`src/rtl/gpio_dir_pkg.sv`:
```
package gpio_dir_pkg;

  typedef enum logic [1:0] {
    MODE_SINGLE   = 2'd0,
    MODE_EXPANDED = 2'd1,
    MODE_PERIPH   = 2'd2,
    MODE_SPECIAL  = 2'd3
  } opMode_e;

  // strobes from the decoder to the register datapath
  typedef struct packed {
    logic wrData;
    logic wrDir;
    logic rdData;
    logic rdDir;
    logic extHit;
  } regStrobe_t;

endpackage

```
`src/rtl/gpio_dir_ctrl.sv`:
```
module gpio_dir_ctrl
  import gpio_dir_pkg::*;
#(
  parameter int ADDR_W    = 2,
  parameter int ADDR_DATA = 0,
  parameter int ADDR_DIR  = 1
) (
  input  logic [1:0]        modeSel,
  input  logic              extClkEn,
  input  logic [ADDR_W-1:0] busAddr,
  input  logic              busWr,
  input  logic              busRd,
  output regStrobe_t        strb
);

  localparam logic [ADDR_W-1:0] DATA_ADDR = ADDR_W'(ADDR_DATA);
  localparam logic [ADDR_W-1:0] DIR_ADDR  = ADDR_W'(ADDR_DIR);

  opMode_e mode;
  logic dataMapped, dirMapped, hitData, hitDir, anyAccess;

  assign mode = opMode_e'(modeSel);

  // visibility of each register in the local map
  always_comb begin
    dataMapped = 1'b1;
    dirMapped  = 1'b1;
    unique case (mode)
      MODE_EXPANDED: begin
        dirMapped  = 1'b0;
        dataMapped = ~extClkEn;
      end
      MODE_PERIPH: begin
        dirMapped  = 1'b0;
        dataMapped = 1'b0;
      end
      default: ;
    endcase
  end

  assign hitData   = (busAddr == DATA_ADDR) && dataMapped;
  assign hitDir    = (busAddr == DIR_ADDR) && dirMapped;
  assign anyAccess = busWr | busRd;

  assign strb.wrData = busWr & hitData;
  assign strb.wrDir  = busWr & hitDir;
  assign strb.rdData = busRd & hitData;
  assign strb.rdDir  = busRd & hitDir;
  assign strb.extHit = anyAccess & ~(hitData | hitDir);

endmodule

```
`src/rtl/gpio_dir_dp.sv`:
```
module gpio_dir_dp
  import gpio_dir_pkg::*;
#(
  parameter int DATA_W      = 8,
  parameter int INPUT_ONLY  = 2,
  parameter int SYNC_STAGES = 2
) (
  input  logic              clk,
  input  logic              rstN,
  input  regStrobe_t        strb,
  input  logic [DATA_W-1:0] busWdata,
  input  logic [DATA_W-1:0] pinIn,
  output logic [DATA_W-1:0] busRdata,
  output logic [DATA_W-1:0] pinOut,
  output logic [DATA_W-1:0] pinOe
);

  localparam logic [DATA_W-1:0] DIR_MASK = {DATA_W{1'b1}} << INPUT_ONLY;

  logic [DATA_W-1:0] syncQ [SYNC_STAGES];
  logic [DATA_W-1:0] pinSync, dirQ, latchQ, portView;

  // pin synchronizer chain
  for (genvar g = 0; g < SYNC_STAGES; g++) begin : gSync
    if (g == 0) begin : gFirst
      always_ff @(posedge clk or negedge rstN)
        if (!rstN) syncQ[g] <= '0;
        else       syncQ[g] <= pinIn;
    end else begin : gNext
      always_ff @(posedge clk or negedge rstN)
        if (!rstN) syncQ[g] <= '0;
        else       syncQ[g] <= syncQ[g-1];
    end
  end

  assign pinSync = syncQ[SYNC_STAGES-1];

  // direction register, input-only bits never stored
  always_ff @(posedge clk or negedge rstN)
    if (!rstN)           dirQ <= '0;
    else if (strb.wrDir) dirQ <= busWdata & DIR_MASK;

  // output latch
  always_ff @(posedge clk or negedge rstN)
    if (!rstN)            latchQ <= '0;
    else if (strb.wrData) latchQ <= busWdata;

  assign portView = (dirQ & latchQ) | (~dirQ & pinSync);

  always_comb begin
    busRdata = '0;
    if (strb.rdData)     busRdata = portView;
    else if (strb.rdDir) busRdata = dirQ;
  end

  assign pinOut = latchQ;
  assign pinOe  = dirQ;

endmodule

```
`src/rtl/gpio_dir_port.sv`:
```
module gpio_dir_port
  import gpio_dir_pkg::*;
#(
  parameter int DATA_W      = 8,
  parameter int ADDR_W      = 2,
  parameter int INPUT_ONLY  = 2,
  parameter int SYNC_STAGES = 2,
  parameter int ADDR_DATA   = 0,
  parameter int ADDR_DIR    = 1
) (
  input  logic              clk,
  input  logic              rstN,
  input  logic [1:0]        modeSel,
  input  logic              extClkEn,
  input  logic [ADDR_W-1:0] busAddr,
  input  logic              busWr,
  input  logic              busRd,
  input  logic [DATA_W-1:0] busWdata,
  output logic [DATA_W-1:0] busRdata,
  output logic              extAccess,
  input  logic [DATA_W-1:0] pinIn,
  output logic [DATA_W-1:0] pinOut,
  output logic [DATA_W-1:0] pinOe
);

  regStrobe_t strb;

  gpio_dir_ctrl #(
    .ADDR_W(ADDR_W), .ADDR_DATA(ADDR_DATA), .ADDR_DIR(ADDR_DIR)
  ) u_ctrl (
    .modeSel(modeSel), .extClkEn(extClkEn), .busAddr(busAddr),
    .busWr(busWr), .busRd(busRd), .strb(strb)
  );

  gpio_dir_dp #(
    .DATA_W(DATA_W), .INPUT_ONLY(INPUT_ONLY), .SYNC_STAGES(SYNC_STAGES)
  ) u_dp (
    .clk(clk), .rstN(rstN), .strb(strb), .busWdata(busWdata),
    .pinIn(pinIn), .busRdata(busRdata), .pinOut(pinOut), .pinOe(pinOe)
  );

  assign extAccess = strb.extHit;

endmodule

```
`config.mk`:
```
export PLATFORM = sky130hd
export DESIGN_NAME = gpio_dir_port
export DESIGN_NICKNAME = d
export VERILOG_FILES = /design/src/rtl/gpio_dir_pkg.sv /design/src/rtl/gpio_dir_ctrl.sv /design/src/rtl/gpio_dir_dp.sv /design/src/rtl/gpio_dir_port.sv
export SDC_FILE = /design/constraint.sdc
export NUM_CORES = 1
export LEC_CHECK = 0
export BUFFER_PORTS_ARGS = -buffer_cell sky130_fd_sc_hd__clkbuf_2
export CAP_MARGIN = 15
export CELL_PAD_IN_SITES_DETAIL_PLACEMENT = 0
export CELL_PAD_IN_SITES_GLOBAL_PLACEMENT = 1
export CORE_UTILIZATION = 32
export CTS_CLUSTER_DIAMETER = 80
export DETAILED_ROUTE_END_ITERATION = 16
export PLACE_DENSITY = 0.82
export SYNTH_ARGS = -nofsm -noshare
export SYNTH_HDL_FRONTEND = slang
export SYNTH_HIERARCHICAL = 1
export SYNTH_SLANG_ARGS = --single-unit
```
`constraint.sdc`:
```
create_clock -name clk -period 1.4 [get_ports clk]
set_clock_uncertainty 0.1 [all_clocks]
set_input_delay 0.14 -clock clk [delete_from_list [all_inputs] [get_ports clk]]
set_output_delay 0.14 -clock clk [all_outputs]
set_load 0.005 [all_outputs]
```
==> metrics.txt <==
Final TNS setup -4.51 ns; clock transition time at the flip-flop clock pins of the worst setup and hold paths roughly 0.060 ns; RSZ-0062 raised after global routing yes; layout-stage area growth over the synthesis result 58.6%; Routed Antenna Nets 0; length of routed met2 wiring about 1500 µm; post-placement cell count between 150 and 200; run status finished with violations; Boundary Pins 50; number of unique standard cell types used by synthesis 18; failing checks negative setup slack; worst hold margin ~0.013 ns; share of power burned in combinational logic around a fifth; Starting Density 34.6%; number of vias after detailed routing 900; H-tree depth 2; cell internal pwr about 1.8 mW; worst-margin pin slew between 0.7 and 0.8 ns; Avg Vias per Cell between 4 and 5; Clock Power Share between 30% and 40%; final standard cell count with taps included and fillers excluded between 150 and 200; worst slack after detailed placement -0.369 ns; final-stage net count approximately 180; total routing resource utilization after global routing between 10% and 20%; #FFs+latches synth 30; clock root buffer sky130_fd_sc_hd__clkbuf_8; final antenna diode count 0; vias in the first global route between 900 and 1000; Power, Total approximately 2.4 mW; global route total overflow 0; slack of the critical path -0.285 ns; Horiz. Die Dim between 60 and 70 µm; number of antenna violations at the first check in global routing 0; final cycle utilization of the critical path 120%; endpoint kind of the worst setup timing path output pin; Core Rows 21; first-pass GRT wire length between 4000 and 5000 µm; TritonCTS clock tree built; sequential share of power 44.9%; maximum fanout along the worst path 5; area enclosed by the die boundary 3970 µm²; Worst VDD drop 0.000748 V; Syn Std Cell Area roughly 1200 µm²; M1 wire length approximately 1100 µm; Layout fillers 300; count of pins over their slew limit 0; Syn Area/Cell 14.9 µm²; net switching share of the total power around a quarter; number of hold violations in the final report 0; warnings from Yosys 6; clk sinks 30; fraction of the yosys area taken by sequential cells between 60% and 70%; Routability Congestion between 0.7 and 0.8; number of standard cells after synthesis 80; type of the worst min-delay path in -> reg; count of maximum capacitance violations 0; total length of routed wires 2850 µm; number of buffer cells added on primary ports between 40 and 50; Floorplan Core Area 3440 µm²; met3 wire length ~190 µm; required arrival time at the worst endpoint between 1 and 1.5 ns; Top Metal Used met4; worst skew pair latency between 0.2 and 0.3 ns; clock period minus worst slack between 1.5 and 2 ns; proportion of layout cells with a drive suffix above 1 between 60% and 70%; Power per Cell Area 1290 nW/µm²; routed length per instance ~14 µm; WS Path Type in -> out; leakage component of the power around 0.93 nW; launching element type of the critical path primary input; Slew Limit Headroom 50.6%; router iterations before antenna repair 3; setup violators final 17; largest net degree at the start of global routing 31; floorplan die height roughly 63 µm; switching power roughly 590 µW; HPWL after detailed placement roughly 1900 µm; count of routing violations after the opening detailed-route iteration 18; buffers from clock root to sink, at most 2; peak clock frequency supported by timing ~0.6 GHz; number of buffers created by CTS 5; Remaining DRCs 0; signal arrival time at the worst endpoint roughly 1.5 ns
-- cell families after synthesis --
| group | count (synthesis) | synth area share [%] |
|---|---|---|
| and+or+nand+nor | 10 | 4.94 |
| muxes | 22 | 21.2 |
| adders and majority gates | 2 | 2.10 |
| DFF | 30 | 63.1 |
| other | 1 | 0.315 |
| buffers and inverters | 9 | 3.78 |
| AOI/OAI and AO/OA | 6 | 4.52 |
-- per-layer routing --
metal	up-vias	GRT usage, %
met1	445	16.2
li1	414	-
met3	4	4.20
met2	37	27.4
met4	0	7.85
met5	-	0
-- state kept, by name, indices dropped and copies added, names as in the netlist --
register and cells:
u_dp/pinSync 8, u_dp/pinOe 6, u_dp/pinOut 8, u_dp/syncQ 8
-- through the flow --
| step | utilization [%] | area [µm²] |
|---|---|---|
| floorplan | - | 1260 |
| global placement | 45.8 | 1580 |
| detailed placement | 45.8 | 1580 |
| CTS | 53.9 | 1850 |
| global route | 54.8 | 1890 |
| finish | 54.8 | 1890 |
-- power groups by stage --
stage	logic (mW)	registers [mW]	clock network [mW]
floorplan	0.230	1.10	0
global route	0.541	1.11	0.894
CTS	0.492	1.10	0.862
finish	0.502	1.09	0.837
global placement	0.435	1.10	0
detailed placement	0.444	1.11	0
-- worst paths after layout --
| check | depth (start not counted) | from | slack, ns | end |
|---|---|---|---|---|
| setup / recovery | 9 | modeSel[1] | -0.29 | busRdata[7] |
| hold / removal | 2 | busWdata[6] | 0.01 | u_dp/pinOut[6] |
| setup reg to reg | 1 | u_dp/pinOe[6] | 0.48 | u_dp/pinOe[6] |
| hold reg to reg | 0 | u_dp/syncQ[11] | 0.25 | u_dp/pinSync[3] |
| max in group asynchronous | 2 | rstN | 0.38 | u_dp/pinSync[2] |
| min in group asynchronous | 2 | rstN | 0.35 | u_dp/syncQ[9] |
-- critical path: stages --
cell	delay, ns
sky130_fd_sc_hd__clkbuf_16	0.13
sky130_fd_sc_hd__inv_8	0.04
sky130_fd_sc_hd__ha_4	0.12
sky130_fd_sc_hd__mux2_4	0.31
sky130_fd_sc_hd__nor4_4	0.12
sky130_fd_sc_hd__buf_4	0.18
sky130_fd_sc_hd__nor2b_4	0.06
sky130_fd_sc_hd__a22o_1	0.23
sky130_fd_sc_hd__clkbuf_2	0.11
-- cell usage in the layout, fill, tap and decap left out, types with 5 or more instances in the layout --
master	n
sky130_fd_sc_hd__a22o_1	5
sky130_fd_sc_hd__buf_4	7
sky130_fd_sc_hd__clkbuf_2	44
sky130_fd_sc_hd__clkbuf_8	6
sky130_fd_sc_hd__dfrtp_1	30
sky130_fd_sc_hd__dlygate4sd3_1	13
sky130_fd_sc_hd__mux2_2	10
sky130_fd_sc_hd__mux2_4	10
-- cell usage after synthesis, drive strengths merged --
library cell  number  area (µm²)
mux2i              2        20.0
nor4               2        12.5
nand3b             1        7.51
mux2              20         233
dfrtp             30         751
nor2               2        7.51
o311a              1        10.0
a22o               5        43.8
and2               2        12.5
conb               1        3.75
or2                1        6.26
ha                 2        25.0
nand2              1        3.75
nor2b              1        8.76
inv                4        15.0
buf                5        30.0
-- area by class of cell --
class	instances	area (µm²)	area share [%]
well taps	46	57.6	3.05
clock inverters	3	40.0	2.12
multi-input cells	42	478	25.3
inverters	4	22.5	1.19
flip-flops and latches	30	751	39.8
repair buffers	69	469	24.9
clock buffers	5	68.8	3.65
-- repair_timing --
action	in CTS	in global routing
pin swaps	0	4
hold buffers	13	0
buffers inserted	1	1
gates resized for setup	5	5
endpoints found under the hold margin	42	0
setup endpoints to repair	17	17
Power figures use the tool's default switching activity.
